<file path="src/rtl/adc_host_pkg.sv">
package adc_host_pkg;
  localparam logic [1:0] REG_RES_LO = 2'd0;
  localparam logic [1:0] REG_CMD    = 2'd1;
  localparam logic [1:0] REG_STAT   = 2'd2;
  localparam logic [1:0] REG_CTRL   = 2'd3;
  localparam int STAT_SPI_BUSY = 0;
  localparam int STAT_ERR      = 1;
  localparam int CTRL_START    = 0;
  localparam int CTRL_BUSY     = 2;
endpackage

</file>
<file path="src/rtl/spi_frame_engine.sv">
module spi_frame_engine #(
  parameter int W   = 16,
  parameter int DIV = 4
) (
  input  logic         clk,
  input  logic         rst,
  input  logic         start,
  input  logic [W-1:0] tx_word,
  input  logic         miso,
  output logic         sclk,
  output logic         cs_n,
  output logic         mosi,
  output logic         busy,
  output logic         done,
  output logic [W-1:0] rx_word
);
  localparam int DW = $clog2(DIV + 1);
  localparam int BW = $clog2(W);

  logic [DW-1:0] div_q;
  logic [BW-1:0] bit_q;
  logic [W-1:0]  tx_q, rx_q;
  logic          act_q;

  always_ff @(posedge clk) begin
    if (rst) begin
      act_q <= 1'b0; sclk <= 1'b0; cs_n <= 1'b1; done <= 1'b0;
      div_q <= '0;   bit_q <= '0;  tx_q <= '0;   rx_q <= '0;
    end else begin
      done <= 1'b0;
      if (!act_q) begin
        if (start) begin
          act_q <= 1'b1; cs_n <= 1'b0; sclk <= 1'b0;
          tx_q  <= tx_word; div_q <= '0; bit_q <= '0;
        end
      end else if (div_q == DW'(DIV - 1)) begin
        div_q <= '0;
        if (!sclk) begin
          sclk <= 1'b1;
          rx_q <= {rx_q[W-2:0], miso};
        end else begin
          sclk <= 1'b0;
          tx_q <= {tx_q[W-2:0], 1'b0};
          if (bit_q == BW'(W - 1)) begin
            act_q <= 1'b0; cs_n <= 1'b1; done <= 1'b1;
          end else begin
            bit_q <= bit_q + 1'b1;
          end
        end
      end else begin
        div_q <= div_q + 1'b1;
      end
    end
  end

  assign mosi    = tx_q[W-1];
  assign busy    = act_q;
  assign rx_word = rx_q;
endmodule

</file>
<file path="src/rtl/adc_busy_track.sv">
module adc_busy_track #(
  parameter int STAGES = 2
) (
  input  logic clk,
  input  logic rst,
  input  logic start,
  input  logic busy_in,
  output logic busy_out
);
  logic [STAGES-1:0] sync_q;
  logic              pend_q;

  generate
    for (genvar s = 0; s < STAGES; s++) begin : g_sync
      if (s == 0) begin : g_first
        always_ff @(posedge clk)
          if (rst) sync_q[0] <= 1'b0; else sync_q[0] <= busy_in;
      end else begin : g_next
        always_ff @(posedge clk)
          if (rst) sync_q[s] <= 1'b0; else sync_q[s] <= sync_q[s-1];
      end
    end
  endgenerate

  always_ff @(posedge clk) begin
    if (rst)                     pend_q <= 1'b0;
    else if (start)              pend_q <= 1'b1;
    else if (sync_q[STAGES-1])   pend_q <= 1'b0;
  end

  assign busy_out = pend_q | sync_q[STAGES-1];
endmodule

</file>
<file path="src/rtl/adc_host_ctrl.sv">
module adc_host_ctrl
  import adc_host_pkg::*;
#(
  parameter int CLK_DIV     = 4,
  parameter int FRAME_W     = 16,
  parameter int CMD_W       = 8,
  parameter int RES_W       = 12,
  parameter int SYNC_STAGES = 2
) (
  input  logic       clk,
  input  logic       rst,
  input  logic       bus_we,
  input  logic [1:0] bus_addr,
  input  logic [7:0] bus_wdata,
  output logic [7:0] bus_rdata,
  output logic       sclk,
  output logic       cs_n,
  output logic       mosi,
  input  logic       miso,
  output logic       conv_start,
  input  logic       adc_busy_in
);
  localparam int LO_W  = RES_W - 8;
  localparam int PAD_W = FRAME_W - CMD_W;

  logic               spi_busy, spi_done, adc_busy_flag;
  logic [FRAME_W-1:0] rx_word;
  logic [RES_W-1:0]   res_q;
  logic               owed_q, err_q;
  logic               cmd_wr, cmd_acc, conv_acc, err_clr;

  assign cmd_wr   = bus_we && bus_addr == REG_CMD;
  assign cmd_acc  = cmd_wr && !spi_busy && !owed_q;
  assign conv_acc = bus_we && bus_addr == REG_CTRL && bus_wdata[CTRL_START]
                    && !spi_busy && !adc_busy_flag;
  assign err_clr  = bus_we && bus_addr == REG_STAT && bus_wdata[STAT_ERR];

  spi_frame_engine #(.W(FRAME_W), .DIV(CLK_DIV)) u_spi (
    .clk(clk), .rst(rst), .start(cmd_acc),
    .tx_word({bus_wdata[CMD_W-1:0], {PAD_W{1'b0}}}),
    .miso(miso), .sclk(sclk), .cs_n(cs_n), .mosi(mosi),
    .busy(spi_busy), .done(spi_done), .rx_word(rx_word)
  );

  adc_busy_track #(.STAGES(SYNC_STAGES)) u_busy (
    .clk(clk), .rst(rst), .start(conv_acc),
    .busy_in(adc_busy_in), .busy_out(adc_busy_flag)
  );

  always_ff @(posedge clk) begin
    if (rst) begin
      owed_q <= 1'b0; err_q <= 1'b0; conv_start <= 1'b0; res_q <= '0;
    end else begin
      conv_start <= conv_acc;
      if (cmd_acc)       owed_q <= 1'b1;
      else if (conv_acc) owed_q <= 1'b0;
      if (cmd_wr && !cmd_acc) err_q <= 1'b1;
      else if (err_clr)       err_q <= 1'b0;
      if (spi_done) res_q <= rx_word[FRAME_W-1 -: RES_W];
    end
  end

  always_ff @(posedge clk) begin
    if (rst) bus_rdata <= '0;
    else begin
      unique case (bus_addr)
        REG_RES_LO: bus_rdata <= {res_q[LO_W-1:0], {(8-LO_W){1'b0}}};
        REG_CMD:    bus_rdata <= res_q[RES_W-1 -: 8];
        REG_STAT:   bus_rdata <= {6'b0, err_q, spi_busy};
        default:    bus_rdata <= {5'b0, adc_busy_flag, 2'b0};
      endcase
    end
  end
endmodule

</file>
<file path="config.mk">
export PLATFORM = sky130hd
export DESIGN_NAME = adc_host_ctrl
export DESIGN_NICKNAME = d
export VERILOG_FILES = /design/src/rtl/adc_host_pkg.sv /design/src/rtl/spi_frame_engine.sv /design/src/rtl/adc_busy_track.sv /design/src/rtl/adc_host_ctrl.sv
export SDC_FILE = /design/constraint.sdc
export NUM_CORES = 1
export LEC_CHECK = 0
export ABC_AREA = 1
export BUFFER_PORTS_ARGS = -buffer_cell sky130_fd_sc_hd__clkbuf_2
export CAP_MARGIN = 25
export CORE_ASPECT_RATIO = 0.8
export CORE_MARGIN = 2
export CORE_UTILIZATION = 51
export DETAILED_ROUTE_END_ITERATION = 6
export HOLD_SLACK_MARGIN = 0.06
export PLACE_DENSITY = 0.74
export SYNTH_ARGS = -nofsm -noshare
export SYNTH_HDL_FRONTEND = slang
export SYNTH_SLANG_ARGS = --single-unit
</file>
<file path="constraint.sdc">
create_clock -name clk -period 1.6 [get_ports clk]
set_clock_uncertainty 0.15 [all_clocks]
set_input_delay 0.08 -clock clk [delete_from_list [all_inputs] [get_ports clk]]
set_output_delay 0.08 -clock clk [all_outputs]
set_load 0.01 [all_outputs]
</file>
; Word-level counts from Yosys, hierarchy flattened
; Cells that the tools add are included.
[word_totals]
output_inout_bits = 12
mem_bits_rw = 0
latchBits = 0
register_bits = 69
mem_bits_ro = 0
in_bits = 15
memories = 0
[op_classes]
reduce_logical = 25
n_mul = 0
muxes = 33
n_eq_ne = 9
n_addsub = 2
bitwise = 4
div = 0
order_cmp = 0
shifts = 0
[op_table]
columns = op, n
row1 = 16-bit 2-to-1 mux, 4
row2 = 8-bit one-hot mux with 3 select lines, 1
row3 = 1-bit 2-to-1 mux, 20
row4 = 4-bit 2-to-1 mux, 5
row5 = 1-bit logical AND, 10
row6 = 3-bit 2-to-1 mux, 3
row7 = 4-bit AND reduction, 2
row8 = 2-bit nonzero test, 4
row9 = "2-bit inequality test, second input constant", 3
row10 = 3-bit AND reduction, 2
row11 = "4-bit by 1-bit adder with 4-bit output, second input constant", 1
row12 = "2-bit == test, second input constant", 2
row13 = "4-bit == test, second input constant", 1
row14 = 1-bit zero test, 4
row15 = 4-bit OR reduction, 1
row16 = "3-bit by 1-bit adder with 3-bit output, second input constant", 1
row17 = "3-bit by 2-bit == test with 1-bit output, second input constant", 1
row18 = 1-bit NOT, 3
row19 = "2-bit by 1-bit == test with 1-bit output, second input constant", 1
row20 = 2-bit zero test, 1
row21 = "2-bit by 1-bit inequality test with 1-bit output, second input constant", 1
row22 = 2-bit AND reduction, 1
row23 = 1-bit OR, 1

; Longest topological paths before layout
; Gate-level depths: netlist of the first run.
[logic_depth]
ltp_word = 7
mapped_depth = 9
ltp_nobuf = 8

; Modules after synthesis
; From an unflattened synthesis of the first run, not the netlist that was laid out.
[unflattened]
hier_cells = 385
hier_area_um2 = 2791.4
[modules_own_cells]
columns = mod, instances, cells_each, area_each_um2
row1 = spi_frame_engine, 1, 262, 1816.7
row2 = adc_host_ctrl, 1, 111, 877.1
row3 = adc_busy_track, 1, 12, 97.6

; Worst setup path before layout of the first run
; No wires, ideal clock.
[synth_timing]
path_type = reg2reg
from = register u_spi.div_q[0]
to = register u_spi.rx_q[0] (netlist: u_spi.rx_word[0])
setup_time_ns = 0.116
setup_slack_ns = 0.066
stages_incl_launch_ff = 10
arrival_ns = 1.268
required_ns = 1.334
n_path_buf = 1
path_cell_list = dfxtp_1 > ha_1 > inv_2 > nor2_2 > nand2_2 > nor2_4 > inv_2 > buf_2 > nor2_1 > nor2_1
[synth_via]
elab_chain_len = 2
[synth_lines]
columns = element, line
row1 = start: declaration, spi_frame_engine.sv:20  ; logic [DW-1:0] div_q;
row2 = start signal: assignment, spi_frame_engine.sv:51  ; div_q <= div_q + 1'b1;
row3 = 3-bit by 2-bit == test with 1-bit output, spi_frame_engine.sv:36  ; end else if (div_q == DW'(DIV - 1)) begin
row4 = 3-bit AND reduction (no line), n/a
row5 = end signal: assignment, spi_frame_engine.sv:40  ; rx_q <= {rx_q[W-2:0], miso};
row6 = end: declaration, spi_frame_engine.sv:22  ; logic [W-1:0] tx_q, rx_q;
; Every way passes these cells.
; A chain may end at the register's enable or synchronous reset.

; Worst setup path after layout of the first run
[layout_timing]
from = input port rst
to = register u_busy.sync_q[0]
[layout_lines]
columns = element, line
row1 = start: declaration, adc_host_ctrl.sv:11  ; input logic rst,
row2 = end signal: assignment, adc_busy_track.sv:17  ; if (rst) sync_q[0] <= 1'b0; else sync_q[0] <= busy_in;
row3 = end: declaration, adc_busy_track.sv:10  ; logic [STAGES-1:0] sync_q;
; No word-level cell between the ends.

==> tab_implementation.tex, run 1 <==
\begin{tabular}{lr}
\hline
Metric & Value \\
\hline
\multicolumn{2}{l}{\textbf{Drt}} \\
\quad DRT Pass-1 Iters & 4 \\
\quad DRC violations left & 0 \\
\quad Vias after detailed routing & 2094 \\
\quad Number of DRC markers after the initial detailed-route iteration & 125 \\
\quad Vias per std cell & 4.88 \\
\quad Final wirelength & 4.81 mm \\
\quad Routed length per placed instance & 11.2 um \\
\quad Remaining antenna violation count & 0 \\
\multicolumn{2}{l}{\textbf{Power and ir drop}} \\
\quad Relative contribution of combinational cells to total power & 6.2\% \\
\quad Switching fraction of total power & 22.8\% \\
\quad Total leakage power & 1.36 nW \\
\quad Power density cells & 1050 mW/mm\^{}2 \\
\quad Clock share of power & 44.4\% \\
\quad Reg power frac & 49.4\% \\
\quad P\_int & 2.43 mW \\
\quad Net load switching power & 718 uW \\
\quad Overall power after layout & 3.14 mW \\
\quad Peak ir drop on the vdd network & 690 uV \\
\multicolumn{2}{l}{\textbf{Logic synthesis}} \\
\quad Main area contributors after synthesis & dfxtp\_1 (51\%), nor2\_1 (11\%), nand2\_1 (9.5\%) \\
\quad Warnings, synthesis & 0 \\
\quad Fraction of synthesized cell area taken by the top area cell type & 51.5\% \\
\quad Cell type with the largest total area after synthesis & dfxtp\_1 \\
\quad Synthesized instance count & 314 \\
\quad Flip-flop cell with the highest count after synthesis & dfxtp\_1 \\
\quad Cell area after synthesis & 0.00237 sq mm \\
\quad Count of unique library cells instantiated by Yosys & 24 \\
\quad Mean instance size in the synthesized netlist & 7.56 sq um \\
\quad Fraction of registers with async set or reset after synthesis & 0\% \\
\quad Most frequent cell after synthesis & nor2\_1 \\
\quad Number of flops mapped to enable cells by yosys & 0 \\
\quad Synthesized netlist net count & 331 \\
\quad Synthesis-stage register bit count & 61 \\
\quad Commonest cells post-synth & nor2\_1 (69), dfxtp\_1 (61), nand2\_1 (60) \\
\quad Share of synthesized area occupied by flip-flops and latches & 51.5\% \\
\multicolumn{2}{l}{\textbf{Setup path}} \\
\quad Cell repeated most along the worst path & dlygate4sd3\_1 \\
\quad Worst path cell trace & dlygate4sd3\_1, clkbuf\_2, buf\_6, nor2\_1, dlygate4sd3\_1 \\
\quad Category of the critical setup timing path & in -> reg \\
\quad CP max FO & 28 \\
\quad Worst reg2reg path depth & 8 \\
\quad Worst Path Buf+Inv & 4 \\
\quad Kind of cell adding the most delay to the critical path & buffers and inverters \\
\quad Critical path launch point type & input pin \\
\quad Slowest stage cell on the critical path & dlygate4sd3\_1 \\
\quad Worst endpoint data arrival time & 1590 ps \\
\quad Slowest Stage Delay on Critical Path & 550 ps \\
\quad Worst path required time & 1680 ps \\
\quad Number of stages on the worst setup path & 5 \\
\quad Crit. End Element & register \\
\multicolumn{2}{l}{\textbf{STA}} \\
\quad Setup repair after global routing missed its margin & no \\
\quad Fin crit period & 1510 ps \\
\quad Share of the clock period used by the worst path after layout & 94.2\% \\
\quad Setup tns final & 0 ps \\
\quad Maximum operating frequency & 663 MHz \\
\quad Max Transition Viols Final & 0 \\
\quad Headroom to the max-slew limit & 77.6\% \\
\quad Transition time at the pin with the least slew margin & 336 ps \\
\quad Number of hold violations in the final report & 0 \\
\quad Setup violators final & 0 \\
\multicolumn{2}{l}{\textbf{Placement}} \\
\quad Count of placed standard cells including taps & 397 \\
\quad Post-placement cell area & 0.00259 sq mm \\
\quad Routability-driven placement congestion ratio & 0.789 \\
\quad Hpwl dp & 3.08 mm \\
\quad Count of buffers from port buffering & 26 \\
\multicolumn{2}{l}{\textbf{GRT}} \\
\quad Pin count of the biggest net entering global routing & 34 \\
\quad Antenna violations before repair & 0 \\
\quad Global route overflow & 0 \\
\quad Wire length of the first global-routing pass & 8.40 mm \\
\quad Via count of the first global-routing pass & 1898 \\
\quad Tot GR Track Use & 21.2\% \\
\multicolumn{2}{l}{\textbf{Clock tree}} \\
\quad Max clock buf depth & 2 \\
\quad Count of buffers added by post-CTS timing repair for setup & 0 \\
\quad TritonCTS clock tree & built \\
\quad Worst-skew pair later-pin latency & 340 ps \\
\quad Deepest level of the CTS H-tree & 3 \\
\quad Clock root buffer & clkbuf\_8 \\
\quad Number of clock sinks & 61 \\
\quad Cts bufs inserted & 9 \\
\quad CTS clk-pin slew, worst paths & 70 ps \\
\multicolumn{2}{l}{\textbf{Status}} \\
\quad Result of the run & finished clean \\
\multicolumn{2}{l}{\textbf{Floorplan}} \\
\quad Die Outline Area & 0.00522 sq mm \\
\quad Number of placement rows & 22 \\
\quad I/O pin cnt & 27 \\
\quad Effective utilization at floorplan & 52.2\% \\
\quad Placeable core region & 0.00454 sq mm \\
\quad Vert. Die Dim & 65 um \\
\quad Horizontal die dimension & 80.3 um \\
\multicolumn{2}{l}{\textbf{Cells and area}} \\
\quad Share of layout cells above drive strength 1 & 18.2\% \\
\quad Post-route non-filler standard cell count & 429 \\
\quad Cell area after layout & 0.00299 sq mm \\
\quad Number of inserted filler cells in the final layout & 391 \\
\quad Nets & 381 \\
\quad Area Overhead vs Synth & 25.9\% \\
\quad Number of diodes added for antenna fixing & 0 \\
\multicolumn{2}{l}{\textbf{Min path}} \\
\quad Hold path depth & 2 \\
\quad Worst hold path type & reg -> reg \\
\multicolumn{2}{l}{\textbf{Flow run}} \\
\quad Count of maximum capacitance violations & 0 \\
\hline
\end{tabular}
==> worst min-delay path, cell delays in order, from the launching register on <==
cell and delay, ps:
dfxtp_1 300, inv_1 40, nor2_1 30
==> metrics by stage <==
step / hold slack [ps] / util, % / worst slack [ps]
final: 257 / 65.8 / 92.3
after global routing: 268 / 65.8 / 7.98
after CTS: 261 / 65.3 / 28.0
after detailed placement: 136 / 57.1 / 33.5
after global placement: 135 / 57.1 / 96.5
after floorplan: 7.34 / - / 65.8
==> path summary, 6_finish.rpt <==
kind         slack, ps              from                 to
max                 90               rst   u_busy.sync_q[0]
min                260  u_busy.sync_q[0]   u_busy.sync_q[1]
max reg2reg        130    u_spi.div_q[0]  u_spi.rx_word[13]
min reg2reg        260  u_busy.sync_q[0]   u_busy.sync_q[1]
==> state kept, by name, indices dropped and copies added (netlist names) <==
signal,cells
u_spi.div_q,3
u_spi.cs_n,1
u_spi.sclk,1
owed_q,1
u_spi.bit_q,4
conv_start,1
u_spi.done,1
u_spi.busy,1
err_q,1
u_busy.sync_q,2
bus_rdata,8
u_busy.pend_q,1
u_spi.tx_q,8
res_q,12
u_spi.rx_word,16
==> logic make-up after synthesis <==
| group | count (synthesis) | synth area share (%) |
|---|---|---|
| compound gates | 59 | 12.9 |
| fa+ha+maj | 2 | 1.05 |
| buf+inv | 30 | 5.17 |
| flops | 61 | 51.5 |
| simple gates | 162 | 29.4 |
==> final cells by class <==
cell class,instances,area (sq um),share of cell area [%]
tap,60,75.1,2.51
timing repair buffer,52,369,12.4
clock buffer,11,151,5.07
sequential,61,1220,40.9
multi-input combinational,223,1050,35.1
clock inverter,5,58.8,1.97
inverter,17,63.8,2.14
==> metal layers <==
metal  track usage [%]  part of all wire, %
met1              28.5                   53
met2              30.5                   42
met3              10.2                  4.3
met4              5.51                 0.96
met5                 0                    0
==> cell usage in the layout, fill, tap and decap left out, drive strengths merged, types with 10 or more instances in the layout <==
master,Yosys,layout
nor2,73,73
clkbuf,8,37
nand2,63,63
o21ai,31,31
a21oi,27,27
dlygate4sd3,0,16
inv,17,17
dfxtp,61,61
buf,5,10
nand3,21,21
==> power groups by stage <==
stage | Combinational [mW] | Sequential [mW] | Clock [mW]
3_3_place_gp | 0.159 | 1.59 | 0
6_report | 0.195 | 1.55 | 1.39
2_1_floorplan | 0.103 | 1.59 | 0
5_1_grt | 0.219 | 1.56 | 1.51
4_1_cts | 0.190 | 1.55 | 1.43
3_5_place_dp | 0.161 | 1.59 | 0
==> what timing repair did <==
item | 4_1_cts | 5_1_grt
setup endpoints to repair | 0 | 28
resized for setup | 0 | 5
hold buffers | 16 | 0
endpoints found under the hold margin | 25 | 0
No activity file was read; power rests on OpenSTA's default activity.
==> run 2: changes to the inputs <==
--- a/config.mk
+++ b/config.mk
@@ -12,6 +12,7 @@
 export CORE_MARGIN = 2
 export CORE_UTILIZATION = 51
 export DETAILED_ROUTE_END_ITERATION = 6
+export GPL_TIMING_DRIVEN = 0
 export HOLD_SLACK_MARGIN = 0.06
 export PLACE_DENSITY = 0.74
 export SYNTH_ARGS = -nofsm -noshare
==> tab_implementation.tex, run 2 (synthesized netlist as in run 1, its figures left out) <==
\begin{tabular}{lr}
\hline
Metric & Value \\
\hline
\multicolumn{2}{l}{\textbf{Status}} \\
\quad Result of the run & finished clean \\
\multicolumn{2}{l}{\textbf{Drt}} \\
\quad Highest metal layer with signal wires & met4 \\
\quad DRT Pass-1 Iters & 5 \\
\quad Final wirelength & 5.37 mm \\
\quad Routed length on met3 & 315 um \\
\quad Vias per std cell & 5.09 \\
\quad Routed met1 length & 2.55 mm \\
\quad Routed length per placed instance & 12.2 um \\
\quad DRC violations left & 0 \\
\quad Routed length on met2 & 2.42 mm \\
\quad Vias after detailed routing & 2235 \\
\quad Number of DRC markers after the initial detailed-route iteration & 111 \\
\quad Remaining antenna violation count & 0 \\
\multicolumn{2}{l}{\textbf{GRT}} \\
\quad Global route overflow & 0 \\
\quad Via count of the first global-routing pass & 2042 \\
\quad Wire length of the first global-routing pass & 9.09 mm \\
\quad Pin count of the biggest net entering global routing & 18 \\
\quad Antenna violations before repair & 0 \\
\quad Tot GR Track Use & 22.9\% \\
\multicolumn{2}{l}{\textbf{STA}} \\
\quad Fin crit period & 1540 ps \\
\quad Maximum operating frequency & 648 MHz \\
\quad Setup violators final & 0 \\
\quad Number of hold violations in the final report & 0 \\
\quad Share of the clock period used by the worst path after layout & 96.5\% \\
\quad Headroom to the max-slew limit & 61.5\% \\
\quad Setup tns final & 0 ps \\
\quad Max Transition Viols Final & 0 \\
\quad Post-route worst setup slack & 56.3 ps \\
\quad Transition time at the pin with the least slew margin & 578 ps \\
\multicolumn{2}{l}{\textbf{Setup path}} \\
\quad Crit. End Element & register \\
\quad Category of the critical setup timing path & in -> reg \\
\quad Critical path launch point type & input pin \\
\quad Worst path required time & 1720 ps \\
\quad Worst endpoint data arrival time & 1660 ps \\
\quad CP max FO & 10 \\
\multicolumn{2}{l}{\textbf{Cells and area}} \\
\quad Nets & 392 \\
\quad Max reg flops & 16 \\
\quad Area Overhead vs Synth & 25.9\% \\
\quad Share of layout cells above drive strength 1 & 18.5\% \\
\quad Cell area after layout & 0.00299 sq mm \\
\quad Number of inserted filler cells in the final layout & 412 \\
\quad Number of diodes added for antenna fixing & 0 \\
\quad Leading cell types in the layout, fill and taps excluded & nor2\_1 (69), nand2\_1 (60), dfxtp\_1 (59), o21ai\_0 (31), clkbuf\_2 (27) \\
\quad Share of the core filled with cells in the final layout & 65.8\% \\
\quad Most common cell after layout, fill and taps aside & nor2\_1 \\
\multicolumn{2}{l}{\textbf{Power and ir drop}} \\
\quad Power density cells & 970 mW/mm\^{}2 \\
\quad Total leakage power & 1.37 nW \\
\quad Peak ir drop on the vdd network & 588 uV \\
\multicolumn{2}{l}{\textbf{Placement}} \\
\quad Hpwl dp & 3.49 mm \\
\quad Count of buffers from port buffering & 26 \\
\quad Routability-driven placement congestion ratio & 0.809 \\
\quad Post-placement setup slack & -145 ps \\
\quad Post-placement cell area & 0.00258 sq mm \\
\multicolumn{2}{l}{\textbf{Min path}} \\
\quad Worst hold path type & in -> reg \\
\multicolumn{2}{l}{\textbf{Clock tree}} \\
\quad Max clock buf depth & 2 \\
\quad CTS clk-pin slew, worst paths & 60 ps \\
\quad Worst-skew pair later-pin latency & 330 ps \\
\quad TritonCTS clock tree & built \\
\quad Clock root buffer & clkbuf\_8 \\
\quad Number of clock sinks & 61 \\
\quad Deepest level of the CTS H-tree & 3 \\
\quad Cts bufs inserted & 9 \\
\multicolumn{2}{l}{\textbf{Flow run}} \\
\quad Count of maximum capacitance violations & 0 \\
\multicolumn{2}{l}{\textbf{Floorplan}} \\
\quad I/O pin cnt & 27 \\
\quad Horizontal die dimension & 80.3 um \\
\quad Effective utilization at floorplan & 52.2\% \\
\quad Placeable core region & 0.00454 sq mm \\
\quad Number of placement rows & 22 \\
\quad Die Outline Area & 0.00522 sq mm \\
\quad Vert. Die Dim & 65 um \\
\hline
\end{tabular}
## run 2: worst max-delay path: stages
cell and delay (ps):
dlygate4sd3_1 520, buf_2 160, inv_2 80, nor2_8 160, nand3_4 140, nand2_4 130, buf_6 150, nand3_1 90
a21oi_2 150
## run 2: routing by layer
metal,vias to the layer above,track usage [%]
li1,1142,-
met5,-,0
met3,12,6.55
met1,1014,29.7
met2,67,35.4
met4,0,10.4
## run 2: power by group
part	leakage [nW]	total, mW	internal (mW)	switching [mW]
Clock	0.0833	1.13	0.591	0.541
Combinational	0.789	0.210	0.0892	0.121
Sequential	0.494	1.55	1.54	0.0135
## run 2: cell type report
class                   count  area (sq um)  share of cell area [%]
inverters                  17          66.3                    2.22
plain buffers              12          62.6                    2.09
well taps                  60          75.1                    2.51
repair buffers             51           355                    11.9
flip-flops and latches     61          1220                    41.0
clock inverters             2          10.0                   0.335
multi-input cells         223          1050                    35.0
clock buffers              13           149                    4.98
## run 2: through the flow
step | instances | hold slack (ps) | total power, mW
2_1_floorplan | 314 | 7.34 | 1.69
3_3_place_gp | 400 | 130 | 1.75
3_5_place_dp | 400 | 141 | 1.75
4_1_cts | 431 | 125 | 2.90
5_1_grt | 439 | 171 | 3.02
6_report | 439 | 143 | 2.90
## run 2: what timing repair did
| item | 4_1_cts | 5_1_grt |
|---|---|---|
| endpoints found under the hold margin | 27 | 0 |
| gates cloned | 0 | 0 |
| hold buffers | 15 | 0 |
| gates resized for setup | 2 | 14 |
| buffers inserted | 2 | 8 |
| endpoints found under the setup margin | 13 | 34 |
| pin swaps | 1 | 4 |
## run 2: worst paths after layout
check,from,endpoint,slack [ps],cells past startpoint
setup / recovery,bus_addr[0],u_spi.bit_q[2],60,9
hold / removal,rst,u_spi.bit_q[3],140,3
setup reg to reg,u_spi.div_q[0],u_spi.rx_word[9],110,8
hold reg to reg,u_busy.sync_q[0],u_busy.sync_q[1],260,2
